### config.mk
export PLATFORM = sky130hd
export DESIGN_NAME = irq_hold_ctrl
export DESIGN_NICKNAME = d
export VERILOG_FILES = /design/src/rtl/irq_pkg.sv /design/src/rtl/irq_port_watch.sv /design/src/rtl/irq_src_detect.sv /design/src/rtl/irq_prio_enc.sv /design/src/rtl/irq_hold_seq.sv /design/src/rtl/irq_hold_ctrl.sv
export SDC_FILE = /design/constraint.sdc
export NUM_CORES = 1
export LEC_CHECK = 0
export BUFFER_PORTS_ARGS = -buffer_cell sky130_fd_sc_hd__buf_4
export CAP_MARGIN = 20
export CELL_PAD_IN_SITES_DETAIL_PLACEMENT = 0
export CELL_PAD_IN_SITES_GLOBAL_PLACEMENT = 2
export CORE_MARGIN = 1
export CORE_UTILIZATION = 30
export CTS_CLUSTER_DIAMETER = 80
export DETAILED_ROUTE_END_ITERATION = 8
export GPL_TIMING_DRIVEN = 0
export PLACE_DENSITY = 0.74
export SYNTH_ARGS = -nofsm -noshare
export SYNTH_HDL_FRONTEND = slang
export SYNTH_SLANG_ARGS = --single-unit
### constraint.sdc
create_clock -name clk_i -period 1.8 [get_ports clk_i]
set_input_delay 0.36 -clock clk_i [delete_from_list [all_inputs] [get_ports clk_i]]
set_output_delay 0.36 -clock clk_i [all_outputs]
set_load 0.1 [all_outputs]
### src/rtl/irq_pkg.sv
package irq_pkg;
  localparam int NSRC   = 8;
  localparam int VEC_W  = $clog2(NSRC);
  localparam int NIB    = NSRC / 4;
  localparam int MODE_W = 4;

  localparam int SRC_DIV  = 0;
  localparam int SRC_TM0  = 1;
  localparam int SRC_PC   = 2;
  localparam int SRC_PD   = 3;
  localparam int SRC_RSV  = 4;
  localparam int SRC_SPK  = 5;
  localparam int SRC_MEL  = 6;
  localparam int SRC_TM1  = 7;

  localparam logic [NSRC-1:0] RSV_MASK = NSRC'(1) << SRC_RSV;

  typedef enum logic [1:0] {HS_RUN, HS_HOLD, HS_SVC} hold_st_e;
endpackage

### src/rtl/irq_port_watch.sv
module irq_port_watch #(
  parameter int W      = 4,
  parameter int STAGES = 2
) (
  input  logic         clk_i,
  input  logic         rst_ni,
  input  logic [W-1:0] port_i,
  output logic         chg_o
);
  logic [W-1:0] stg_q [STAGES];
  logic [W-1:0] prev_q;

  always_ff @(posedge clk_i or negedge rst_ni) begin
    if (!rst_ni) begin
      for (int s = 0; s < STAGES; s++) stg_q[s] <= '0;
      prev_q <= '0;
    end else begin
      stg_q[0] <= port_i;
      for (int s = 1; s < STAGES; s++) stg_q[s] <= stg_q[s-1];
      prev_q <= stg_q[STAGES-1];
    end
  end

  assign chg_o = |(stg_q[STAGES-1] ^ prev_q);
endmodule

### src/rtl/irq_src_detect.sv
module irq_src_detect import irq_pkg::*; #(
  parameter int PORT_W      = 4,
  parameter int SYNC_STAGES = 2
) (
  input  logic              clk_i,
  input  logic              rst_ni,
  input  logic              div_ovf_i,
  input  logic              tmr0_unf_i,
  input  logic              tmr1_unf_i,
  input  logic [PORT_W-1:0] port_c_i,
  input  logic [PORT_W-1:0] port_d_i,
  input  logic              spk_busy_i,
  input  logic              mel_busy_i,
  output logic [NSRC-1:0]   evt_o
);
  localparam int NBUSY = 2;
  localparam int NPORT = 2;

  logic [PORT_W-1:0] port_in [NPORT];
  logic [NPORT-1:0]  port_chg;
  logic [NBUSY-1:0]  busy, busy_q, busy_fall;

  assign port_in[0] = port_c_i;
  assign port_in[1] = port_d_i;

  for (genvar p = 0; p < NPORT; p++) begin : g_port
    irq_port_watch #(.W(PORT_W), .STAGES(SYNC_STAGES)) u_watch (
      .clk_i  (clk_i),
      .rst_ni (rst_ni),
      .port_i (port_in[p]),
      .chg_o  (port_chg[p])
    );
  end

  assign busy = {mel_busy_i, spk_busy_i};

  always_ff @(posedge clk_i or negedge rst_ni) begin
    if (!rst_ni) busy_q <= '0;
    else         busy_q <= busy;
  end

  assign busy_fall = busy_q & ~busy;

  always_comb begin
    evt_o          = '0;
    evt_o[SRC_DIV] = div_ovf_i;
    evt_o[SRC_TM0] = tmr0_unf_i;
    evt_o[SRC_PC]  = port_chg[0];
    evt_o[SRC_PD]  = port_chg[1];
    evt_o[SRC_SPK] = busy_fall[0];
    evt_o[SRC_MEL] = busy_fall[1];
    evt_o[SRC_TM1] = tmr1_unf_i;
  end
endmodule

### src/rtl/irq_prio_enc.sv
module irq_prio_enc #(
  parameter int N = 8,
  localparam int IW = $clog2(N)
) (
  input  logic [N-1:0]  req_i,
  output logic          any_o,
  output logic [IW-1:0] idx_o
);
  always_comb begin
    idx_o = '0;
    for (int i = N - 1; i >= 0; i--) begin
      if (req_i[i]) idx_o = IW'(i);
    end
  end

  assign any_o = |req_i;
endmodule

### src/rtl/irq_hold_seq.sv
module irq_hold_seq import irq_pkg::*; (
  input  logic clk_i,
  input  logic rst_ni,
  input  logic hold_req_i,
  input  logic irq_i,
  input  logic rtn_i,
  output logic hold_o
);
  hold_st_e st_q, st_d;

  always_comb begin
    st_d = st_q;
    unique case (st_q)
      HS_RUN:  if (hold_req_i) st_d = HS_HOLD;
      HS_HOLD: if (irq_i)      st_d = HS_SVC;
      HS_SVC:  if (rtn_i)      st_d = HS_HOLD;
      default:                 st_d = HS_RUN;
    endcase
  end

  always_ff @(posedge clk_i or negedge rst_ni) begin
    if (!rst_ni) st_q <= HS_RUN;
    else         st_q <= st_d;
  end

  assign hold_o = (st_q == HS_HOLD);
endmodule

### src/rtl/irq_hold_ctrl.sv
module irq_hold_ctrl import irq_pkg::*; #(
  parameter int PORT_W      = 4,
  parameter int SYNC_STAGES = 2
) (
  input  logic              clk_i,
  input  logic              rst_ni,
  input  logic              div_ovf_i,
  input  logic              tmr0_unf_i,
  input  logic              tmr1_unf_i,
  input  logic [PORT_W-1:0] port_c_i,
  input  logic [PORT_W-1:0] port_d_i,
  input  logic              spk_busy_i,
  input  logic              mel_busy_i,
  input  logic [NIB-1:0]    en_we_i,
  input  logic [NSRC-1:0]   en_wdata_i,
  output logic [NSRC-1:0]   en_rdata_o,
  input  logic              mode_we_i,
  input  logic [MODE_W-1:0] mode_wdata_i,
  output logic [MODE_W-1:0] mode_rdata_o,
  input  logic              gie_set_i,
  input  logic              gie_clr_i,
  output logic [NSRC-1:0]   flag_o,
  output logic              irq_o,
  output logic [VEC_W-1:0]  vec_o,
  input  logic              irq_ack_i,
  input  logic              hold_req_i,
  input  logic              rtn_i,
  output logic              hold_o
);
  logic [NSRC-1:0]  evt, flag_q, en_q, req, clr;
  logic             gie_q, blk_q, any_req, accept, unblock;
  logic [VEC_W-1:0] vec;

  irq_src_detect #(.PORT_W(PORT_W), .SYNC_STAGES(SYNC_STAGES)) u_src (
    .clk_i      (clk_i),
    .rst_ni     (rst_ni),
    .div_ovf_i  (div_ovf_i),
    .tmr0_unf_i (tmr0_unf_i),
    .tmr1_unf_i (tmr1_unf_i),
    .port_c_i   (port_c_i),
    .port_d_i   (port_d_i),
    .spk_busy_i (spk_busy_i),
    .mel_busy_i (mel_busy_i),
    .evt_o      (evt)
  );

  // enable register, written per nibble
  for (genvar g = 0; g < NIB; g++) begin : g_en
    always_ff @(posedge clk_i or negedge rst_ni) begin
      if (!rst_ni)       en_q[g*4 +: 4] <= '0;
      else if (en_we_i[g]) en_q[g*4 +: 4] <= en_wdata_i[g*4 +: 4];
    end
  end

  assign accept  = irq_o & irq_ack_i;
  assign unblock = (|en_we_i) | gie_set_i | (mode_we_i & mode_wdata_i[0]);

  always_comb begin
    clr = '0;
    if (accept) clr[vec] = 1'b1;
  end

  // new event beats same-cycle clear
  always_ff @(posedge clk_i or negedge rst_ni) begin
    if (!rst_ni) flag_q <= '0;
    else         flag_q <= (flag_q & ~clr) | (evt & ~RSV_MASK);
  end

  always_ff @(posedge clk_i or negedge rst_ni) begin
    if (!rst_ni)      gie_q <= 1'b1;
    else if (gie_clr_i) gie_q <= 1'b0;
    else if (gie_set_i) gie_q <= 1'b1;
    else if (mode_we_i) gie_q <= mode_wdata_i[0];
  end

  always_ff @(posedge clk_i or negedge rst_ni) begin
    if (!rst_ni)      blk_q <= 1'b0;
    else if (accept)  blk_q <= 1'b1;
    else if (unblock) blk_q <= 1'b0;
  end

  assign req = flag_q & en_q & ~RSV_MASK;

  irq_prio_enc #(.N(NSRC)) u_prio (
    .req_i (req),
    .any_o (any_req),
    .idx_o (vec)
  );

  irq_hold_seq u_hold (
    .clk_i      (clk_i),
    .rst_ni     (rst_ni),
    .hold_req_i (hold_req_i),
    .irq_i      (irq_o),
    .rtn_i      (rtn_i),
    .hold_o     (hold_o)
  );

  assign irq_o        = gie_q & ~blk_q & any_req;
  assign vec_o        = vec;
  assign flag_o       = flag_q;
  assign en_rdata_o   = en_q;
  assign mode_rdata_o = {{(MODE_W-1){1'b0}}, gie_q};
endmodule

# After elaboration in Yosys (flattened, before gate mapping)
# Cells that the tools add are included.
# classes
magnitude_cmp	2
shifts	0
eq_ne	5
bitwise	15
reduce_logical	9
mul	0
n_mux	19
n_div	0
addsub	0
# op_table
op	count
3-bit two-way mux	7
8-bit AND	2
8-bit two-way mux	1
8-bit inverter	1
8-bit bitwise OR	1
4-bit OR reduction	2
4-bit XOR	2
7-bit OR reduction	1
1-bit two-way mux	6
2-bit two-way mux	3
2-bit inequality test (second input constant)	3
2-bit one-hot mux with 3 select lines	1
1-bit AND	4
3-bit by 4-bit < comparator with 1-bit output (second input constant)	1
1-bit demux with 3-bit select	1
3-bit by 1-bit >= comparator with 1-bit output (second input constant)	1
3-bit AND reduction	1
3-bit nonzero test	1
2-bit AND	1
2-bit by 1-bit == test with 1-bit output (second input constant)	1
2-bit == test (second input constant)	1
2-bit logical NOT	1
2-bit inverter	1
1-bit bitwise OR	2
other kinds (4)	4
# totals
inputBits	35
romBits	0
word_cells	63
latch_bits	0
memories	0
ram_bits	0
out_inout_bits	25
register_bits	46

# Depth between registers and ports, before layout
# Gate-level depths: netlist of run 1.
# logic_depth
word_depth	16
depth_mapped	5
mapped_depth_nobuf	4

# Modules after synthesis
# From an unflattened synthesis of run 1, not the netlist that was laid out.
# hier_totals
hier_cells	134
hier_area_um2	1799.2
# by_module_without_submodules
module	n_inst	cells_per_inst	area_each_um2	seq_area_each_um2
irq_hold_ctrl	1	70	827.0	451.7
irq_port_watch	2	17	341.6	300.3
irq_src_detect	1	9	111.4	50.0
irq_hold_seq	1	8	96.3	50.0
irq_prio_enc	1	13	81.3	0.0

# Worst setup path before layout of run 1
# No wires, ideal clock.
# synth_timing
path_type	register to register
startpoint	register flag_q[2] (netlist: flag_o[2])
endpoint	register u_hold.st_q[0]
slack_ns	-2.600
n_path_buf	0
period_less_slack_ns	4.400
setup_ns	0.127
stages_incl_launch_ff	5
arrival_ns	4.272
required_ns	1.673
cell_sequence	dfrtp_1 a22oi_4 a311oi_1 a211o_1 o21ai_0
# synth_via
elab_chain_cells	5
# synth_lines
item	line_no	text
start: declaration	irq_hold_ctrl.sv:30	logic [NSRC-1:0] evt, flag_q, en_q, req, clr;
start signal: assignment	irq_hold_ctrl.sv:66	else flag_q <= (flag_q & ~clr) | (evt & ~RSV_MASK);
8-bit AND	irq_hold_ctrl.sv:82	assign req = flag_q & en_q & ~RSV_MASK;
7-bit OR reduction	irq_prio_enc.sv:16	assign any_o = |req_i;
1-bit AND	irq_hold_ctrl.sv:99	assign irq_o = gie_q & ~blk_q & any_req;
named net irq_o	irq_hold_ctrl.sv:23	output logic irq_o,
2-bit inequality test (no source line)	--	
3-bit AND reduction (no source line)	--	
end signal: assignment	irq_hold_seq.sv:23	else st_q <= st_d;
end: declaration	irq_hold_seq.sv:9	hold_st_e st_q, st_d;
# The timed path passes the listed nets, and every way through them passes these cells.
# A chain may end at the register's enable or synchronous reset.

# Final worst setup path of run 1
# layout_timing
startpoint	register flag_q[1] (netlist: flag_o[1])
endpoint	output vec_o[1]
# layout_via
elab_chain_cells	3
# layout_lines
item	line_no	text
8-bit AND	irq_hold_ctrl.sv:82	
3-bit two-way mux (2 in series)	irq_prio_enc.sv:12	if (req_i[i]) idx_o = IW'(i);
end: declaration	irq_hold_ctrl.sv:24	output logic [VEC_W-1:0] vec_o,
# Every way passes these cells.

==> results of run 1 <==
==> final cells by class <==
type | instances | area, um2 | share of cell area
Buffer | 5 | 33.8 | 0.0132
Clock buffer | 6 | 72.6 | 0.0283
Clock inverter | 2 | 13.8 | 0.00537
Inverter | 3 | 11.3 | 0.00440
Multi-Input combinational cell | 69 | 571 | 0.223
Sequential cell | 46 | 1200 | 0.470
Tap cell | 72 | 90.1 | 0.0352
Timing Repair Buffer | 67 | 564 | 0.220
==> final timing paths <==
path                       cells past startpoint                          endpoint                        startpoint
setup / recovery                               5                          vec_o[1]                         flag_o[1]
hold reg to reg                                0  u_src.g_port[0].u_watch.stg_q[2]  u_src.g_port[0].u_watch.stg_q[6]
min in group clk_i                             1  u_src.g_port[0].u_watch.stg_q[7]                       port_c_i[3]
setup reg to reg                               7                         flag_o[6]                         flag_o[1]
hold / removal                                 1                     en_rdata_o[0]                            rst_ni
max in group asynchronous                      1                         flag_o[0]                            rst_ni
==> cells by family (layout without fill, tap and decap cells) <==
kind of cell              after synthesis  in the layout  share of synthesized area
DFF                                    46             46                      0.672
and+or+nand+nor                        28             28                     0.0875
AOI/OAI and AO/OA                      22             22                      0.116
buffers and inverters                   9             83                     0.0292
xor gates and xnor gates                8              8                     0.0408
muxes                                   8              8                     0.0525
other                                   1              3                    0.00219
==> metal layers <==
metal / wire length [um] / vias to the layer above
li1: - / 574
met1: 1580 / 598
met2: 1740 / 49
met3: 250 / 6
met4: 45 / 0
met5: 0 / -
==> worst register-to-register path, cell delays in order, from the launching register on <==
cell,delay [ns]
dfrtp_4,0.48
buf_4,0.14
buf_6,0.12
a22oi_4,0.21
nand2_2,0.13
buf_6,0.14
or4_4,0.46
o22a_1,0.18
==> sequential cells by signal, summed over array words and instances, names as in the netlist <==
signal / count
blk_q: 1
u_src.busy_q: 2
flag_o: 8
u_src.g_port.u_watch.stg_q: 16
gie_q: 1
en_rdata_o: 8
u_src.g_port.u_watch.prev_q: 8
u_hold.st_q: 2
==> layout by cell type (no fill, tap or decap), types with 4 or more instances in the layout <==
cell type  Yosys  routed
nand2_1        4       4
xnor2_1        4       4
buf_12         0       4
nor2_1         7       6
dfrtp_1       45      31
mux2_2         8       8
xor2_1         4       4
buf_4          4      64
clkbuf_8       0       5
dfrtp_4        0      14
==> repair_timing <==
action,4_1_cts,5_1_grt
gates resized for setup,15,4
endpoints found under the setup margin,4,10
pin swaps,3,5
gates cloned,0,0
setup buffers,8,6
==> power breakdown <==
part / internal (mW) / total (mW) / switching, mW
logic: 0.266 / 0.799 / 0.533
registers: 1.12 / 1.18 / 0.0627
clock network: 0.274 / 0.603 / 0.329
total: 1.66 / 2.58 / 0.925
==> summary by stage, run 1 <==
Place
The global placer's final weighted congestion is 0.755. The placed instances occupy a cell area of 2310 um2. The total of buffers placed on input and output ports is 53. Summed over all nets, the half-perimeter wirelength after detailed placement is 2490 um. The minimum setup slack after placement is -0.153 ns. Counting tap cells, the placed design contains a total of 249 instances.

Final layout
After the last flow step, the layout net total stands at 232. Excluding fillers, the count of instances in the completed layout stands at 270. At the end of the flow the core is filled with cells to 0.465.

Relative to the synthesized area, the layout overhead comes to 49.3%. The share of layout cells above drive strength 1 is 0.571. 0 antenna diodes ended up in the layout. The layout has 505 filler cells. The finished cells cover 2560 um2.

Setup path
The data arrival time at the worst-slack endpoint is 1.68 ns. The flop-to-flop setup slack is -0.16 ns. The worst setup path is of the reg2out kind.

At the worst endpoint, the required time is 1.44 ns. Along the worst path, the maximum fanout reaches 4. The cell family with the largest share of critical-path delay is flip-flops. STA classifies the critical path endpoint as an output pin.

The largest individual stage delay along the critical path comes from the cell dfrtp_4. The type of origin of the critical path is a flop. Together, buffers and inverters on the worst path number 3. The signal on the critical path passes through buf_4, buf_6, a22oi_4, a21boi_4, buf_12.

The maximum cell stage delay along the critical path is 0.48 ns.

Global routing
The total grt overflow is 0. The met3 routing resource usage after global routing is 0.0447. The met1 routing resource usage after global routing is 0.152. The pin count of the biggest net entering global routing is 47. The global-route track usage on met2 is 0.207. The number of antenna violations at the first check in global routing is 0. The via count of the first global-routing pass is 1,229. The first global-routing pass estimated 5810 um of wire. For this run, the total global-route usage over all layers was measured as 0.126. The global routing stage identified its most utilized layer as met2.

Floorplanning
The die extent in y is 77.6 um. For this configuration, the core starts out at a cell density of 0.312. The die covers 6020 um2. The width of the chip is 77.6 um. In this run the core area contains 27 standard-cell rows. The placeable core region is 5510 um2. For this design the top-level I/O count stands at 60.

Routing
The final route contains 1,227 vias. The number of detailed-route iterations in the first pass is 4. After detailed routing, the number of remaining DRC violations is 0. For this block, the initial DRC count from the detailed router was 47.

In the final routed layout, each cell accounts on average for 13.4 um. The number of routed nets with antenna violations is 0. For this block, the routed nets add up to 3610 um of wire. The routed via count divided by cell count is 4.54.

Clock network
The clock latency of the later-clocked register in the worst-skew pair is 0.29 ns. The H-tree generated during clock tree synthesis spans 2 levels. The buffer type at the clock tree root is clkbuf_8.

The count of hold-fix buffers inserted at cts is 0. The sink count of the clock tree is 46. The clock-pin slew on the worst setup and hold paths is 0.08 ns. TritonCTS built the clock tree. The number of clock buffers inserted by TritonCTS is 5. Counting along the longest clock path gives a buffer depth of 2.

STA
After layout, the minimum clock period comes to 2.04 ns. Static timing analysis puts the maximum clock frequency at 491 MHz. The worst slack on hold paths is 0.0577 ns. Headroom to the max-slew limit came out at 0.619. Setup repair after global routing could not meet its margin everywhere. The number of pins exceeding their max-slew limit in the final report came to 0. The clock arrives with 0.00590 ns of skew. The final worst-path setup slack is -0.236 ns.

The final-report setup violation count is 6. The final clock period utilization by the worst path is 1.13. The transition time at the pin with the least slew margin is 0.572 ns. The count of endpoints failing hold in the final timing report is 0. The final total negative setup slack is -1.12 ns.

Synthesis
After synthesis, the share of flip-flops with an asynchronous set or reset is 1.00. After synthesis the netlist holds a flip-flop and latch count of 46. The sequential element share of the synthesized area is 0.672. In this run, synthesis inferred 0 flip-flops with an integrated enable.

After synthesis, the cell types taking the most area are dfrtp_1 (66%), mux2_2 (5.3%), a22oi_4 (2.5%), xnor2_1 (2.0%), xor2_1 (2.0%). The average footprint of a synthesized cell is 14.1 um2. After technology mapping, the gate count stands at 122. The total standard cell area after synthesis is 1720 um2. The most repeated cell in the gate-level netlist after synthesis is dfrtp_1.

Synthesis instantiated 41 different standard cells from the library. Yosys printed 0 warnings. The most used flip-flop cell after synthesis is dfrtp_1. The largest area contributor in the synthesized netlist is dfrtp_1. The portion of synthesized cell area occupied by the leading cell type is 0.656. After synthesis, the most frequently instantiated cells are dfrtp_1 (45), mux2_2 (8), nor2_1 (7).

Min path
The class of the tightest hold or removal check is in2async.

Status
The flow ran to the end, but the final reports show violations. The checks that failed: setup timing.

Power
In this run the static leakage power is 1.11 nW. VDD sags by at most 569 uV. The areal power density over the cells is 1010 nW/um2. The design draws 2.58 mW.

Job
The number of max-capacitance violations reported is 0.
Power figures use the tool's default switching activity.
==> inputs of run 2 (changes only) <==
- CORE_MARGIN: 1 -> 5
==> summary by stage, run 2 (synthesized netlist as in run 1, its figures left out) <==
Status
Run status: finished, violations left (unchanged). Violations in the final reports: setup timing (unchanged).

Setup path
The worst setup path endpoint was irq_o (was vec_o[1]). The data arrival time at the worst-slack endpoint is 1.64 ns (was 1.68 ns). The source of the critical timing path is en_rdata_o[6] (was flag_o[1]). The type of origin of the critical path was a flop (unchanged). The worst path required time is 1.44 ns (about the same). The length in cells of the worst reg-to-reg path is 6 (was 7).

The maximum cell stage delay along the critical path was 0.50 ns (was 0.48 ns). The critical path start-end classification was reg2out (unchanged). The origin of the critical flop-to-flop path is en_rdata_o[1] (was flag_o[1]).

The cell count along the critical path is 4 (was 5). The flop-to-flop setup slack is -0.06 ns (was -0.16 ns). The endpoint of the most critical register-to-register path is flag_o[6] (unchanged). The master of the slowest instance on the critical path is dfrtp_4 (unchanged). The worst-path maximum fanout is 5 (was 4).

The cell family with the largest share of critical-path delay is flip-flops (unchanged). The buffers plus inverters on the worst setup path is 2 (was 3). Ordered list of cells on the worst path: a222oi_1, buf_4, a311oi_4, buf_12 (was buf_4, buf_6, a22oi_4, a21boi_4, buf_12).

The endpoint class of the critical path is an output pin (unchanged).

Final layout
The most common library cell in the layout ignoring fill and taps is buf_4 (unchanged). The synthesis-to-finish area growth came to 48.9% (was 49.3%). The flip-flop count of the largest register, all copies and words added is 16 (unchanged).

The core utilization of the finished layout is 0.461 (was 0.465). The number of filler instances in the final layout is 520 (was 505). The share of layout cells above drive strength 1 came to 0.554 (was 0.571). Highest-count cells in the layout ignoring fill and taps: buf_4 (61), dfrtp_1 (31), dfrtp_4 (14), mux2_2 (8), nor2_1 (6) (was buf_4 (64), dfrtp_1 (31), dfrtp_4 (14), mux2_2 (8), nor2_1 (6)).

The total inserted antenna cells is 0 (unchanged). The final net count came to 229 (was 232). The register ranked first by flip-flop count is u_src.g_port.u_watch.stg_q (unchanged).

STA
The final critical-path required period was 2.00 ns (was 2.04 ns). The upper clock frequency limit is 500 MHz (was 491 MHz). The clock skew is 0.0114 ns (was 0.00590 ns). The count of endpoints failing hold in the final timing report is 0 (unchanged). The transition time at the pin with the least slew margin is 0.581 ns (was 0.572 ns). The number of pins exceeding their max-slew limit in the final report is 0 (unchanged). RSZ-0062 raised after global routing: yes (unchanged). The final worst-path setup slack was -0.202 ns (was -0.236 ns). The worst slew margin relative to its limit is 0.613 (was 0.619). The final-report setup violation count came to 5 (was 6). The final clock period utilization by the worst path was 1.11 (was 1.13).

Routing
The number of remaining DRC errors is 0 (unchanged). The routed wire length per instance came to 14.2 um (was 13.4 um). The total number of vias is 1,187 (was 1,227). The number of detailed-route iterations in the first pass is 6 (was 4). The routed via count divided by cell count was 4.45 (was 4.54).

The number of DRC markers after the initial detailed-route iteration was 59 (was 47). The overall routed net length was 3790 um (was 3610 um). The number of routed nets with antenna violations is 0 (unchanged).

Clock network
The clock-pin slew on the worst setup and hold paths is 0.09 ns (was 0.08 ns). The buffer type at the clock tree root is clkbuf_8 (unchanged). The number of clock buffers inserted by TritonCTS is 5 (unchanged). The count of hold-fix buffers inserted at cts is 0 (unchanged). The number of H-tree levels is 2 (unchanged).

The CTS tree is yes (unchanged). The sink count of the clock tree is 46 (unchanged). The clock latency of the later-clocked register in the worst-skew pair is 0.30 ns (was 0.29 ns). The deepest clock path buffer count is 2 (unchanged).

Floorplanning
The I/O pin count is 60 (unchanged). The total number of placement rows is 27 (unchanged). The total die area was 7330 um2 (was 6020 um2). The initial core utilization is 0.310 (was 0.312).

The die extent in y came to 85.6 um (was 77.6 um). The width of the chip came to 85.6 um (was 77.6 um). The placeable core region is 5540 um2 (was 5510 um2).

Place
The total of buffers placed on input and output ports is 53 (unchanged). The half-perimeter wire length of the detailed placement result is 2790 um (was 2490 um). The global placer's final weighted congestion came to 0.766 (was 0.755).

Power
The leakage power total came to 1.10 nW (was 1.11 nW). The areal power density over the cells is 1070 nW/um2 (was 1010 nW/um2). The power after layout is 2.72 mW (was 2.58 mW). The peak supply drop came to 559 uV (was 569 uV).

Min path
The class of the tightest hold or removal check is in2async (unchanged).

Global routing
The via count of the first global-routing pass is 1,248 (was 1,229). The pin count of the biggest net entering global routing is 47 (unchanged). The first-pass GRT wire length was 6150 um (was 5810 um). The total grt overflow is 0 (unchanged). The global-route usage over all layers is 0.107 (was 0.126). The number of antenna violations at the first check in global routing came to 0 (unchanged).

Job
The number of max-capacitance violations reported is 0 (unchanged).
-- run 2: changes by cell type in the layout (fill, tap and decap cells not counted), sizes merged --
cell and change:
buf -3, clkinv -2, bufinv +1, clkinvlp +1
-- run 2: power by group --
| part | internal (mW) | switching, mW | leakage, nW |
|---|---|---|---|
| Clock | 0.414 | 0.331 | 0.0514 |
| Combinational | 0.263 | 0.531 | 0.538 |
| Sequential | 1.12 | 0.0626 | 0.516 |
| Total | 1.80 | 0.924 | 1.10 |
-- run 2: metal layers --
layer  up-vias  GRT usage  wire [um]
met5         -          0          0
met4         0     0.0388         55
met3         6     0.0451        340
met2        40      0.162       1740
met1       575      0.138       1650
li1        566          -          -
-- run 2: metrics by stage --
stage | worst slack [ns] | cell area, um2 | TNS, ns | instances | hold slack (ns)
final | -0.202 | 2550 | -0.716 | 267 | 0.0556
after global routing | -0.306 | 2550 | -1.06 | 267 | 0.103
after CTS | -0.291 | 2530 | -0.903 | 264 | 0.0703
after detailed placement | -0.118 | 2310 | -0.170 | 249 | 0.336
after global placement | -0.143 | 2310 | -0.214 | 249 | 0.333
after floorplan | -0.483 | 1820 | -2.18 | 124 | 0.0644
-- run 2: worst min path at each step --
stage | end | slack, ns | cells past startpoint
after floorplan | blk_q | 0.06 | 0
after global placement | u_src.g_port[1].u_watch.stg_q[2] | 0.33 | 0
after detailed placement | u_src.g_port[1].u_watch.stg_q[2] | 0.34 | 0
after CTS | u_src.g_port[0].u_watch.prev_q[3] | 0.07 | 1
after global routing | en_rdata_o[3] | 0.10 | 1
final | en_rdata_o[3] | 0.06 | 1
-- run 2: layout make-up --
class | count | area, um2 | share of cell area
clock buffer | 6 | 72.6 | 0.0284
timing repair buffer | 64 | 542 | 0.212
tap | 72 | 90.1 | 0.0353
clock inverter | 2 | 37.5 | 0.0147
multi-input combinational | 69 | 562 | 0.220
sequential | 46 | 1200 | 0.472
inverter | 3 | 11.3 | 0.00441
buffer | 5 | 33.8 | 0.0132
-- run 2: what timing repair did --
| item | in CTS | in global routing |
|---|---|---|
| resized for setup | 14 | 3 |
| buffers inserted | 7 | 4 |
| endpoints found under the setup margin | 4 | 5 |
| pin swaps | 3 | 4 |
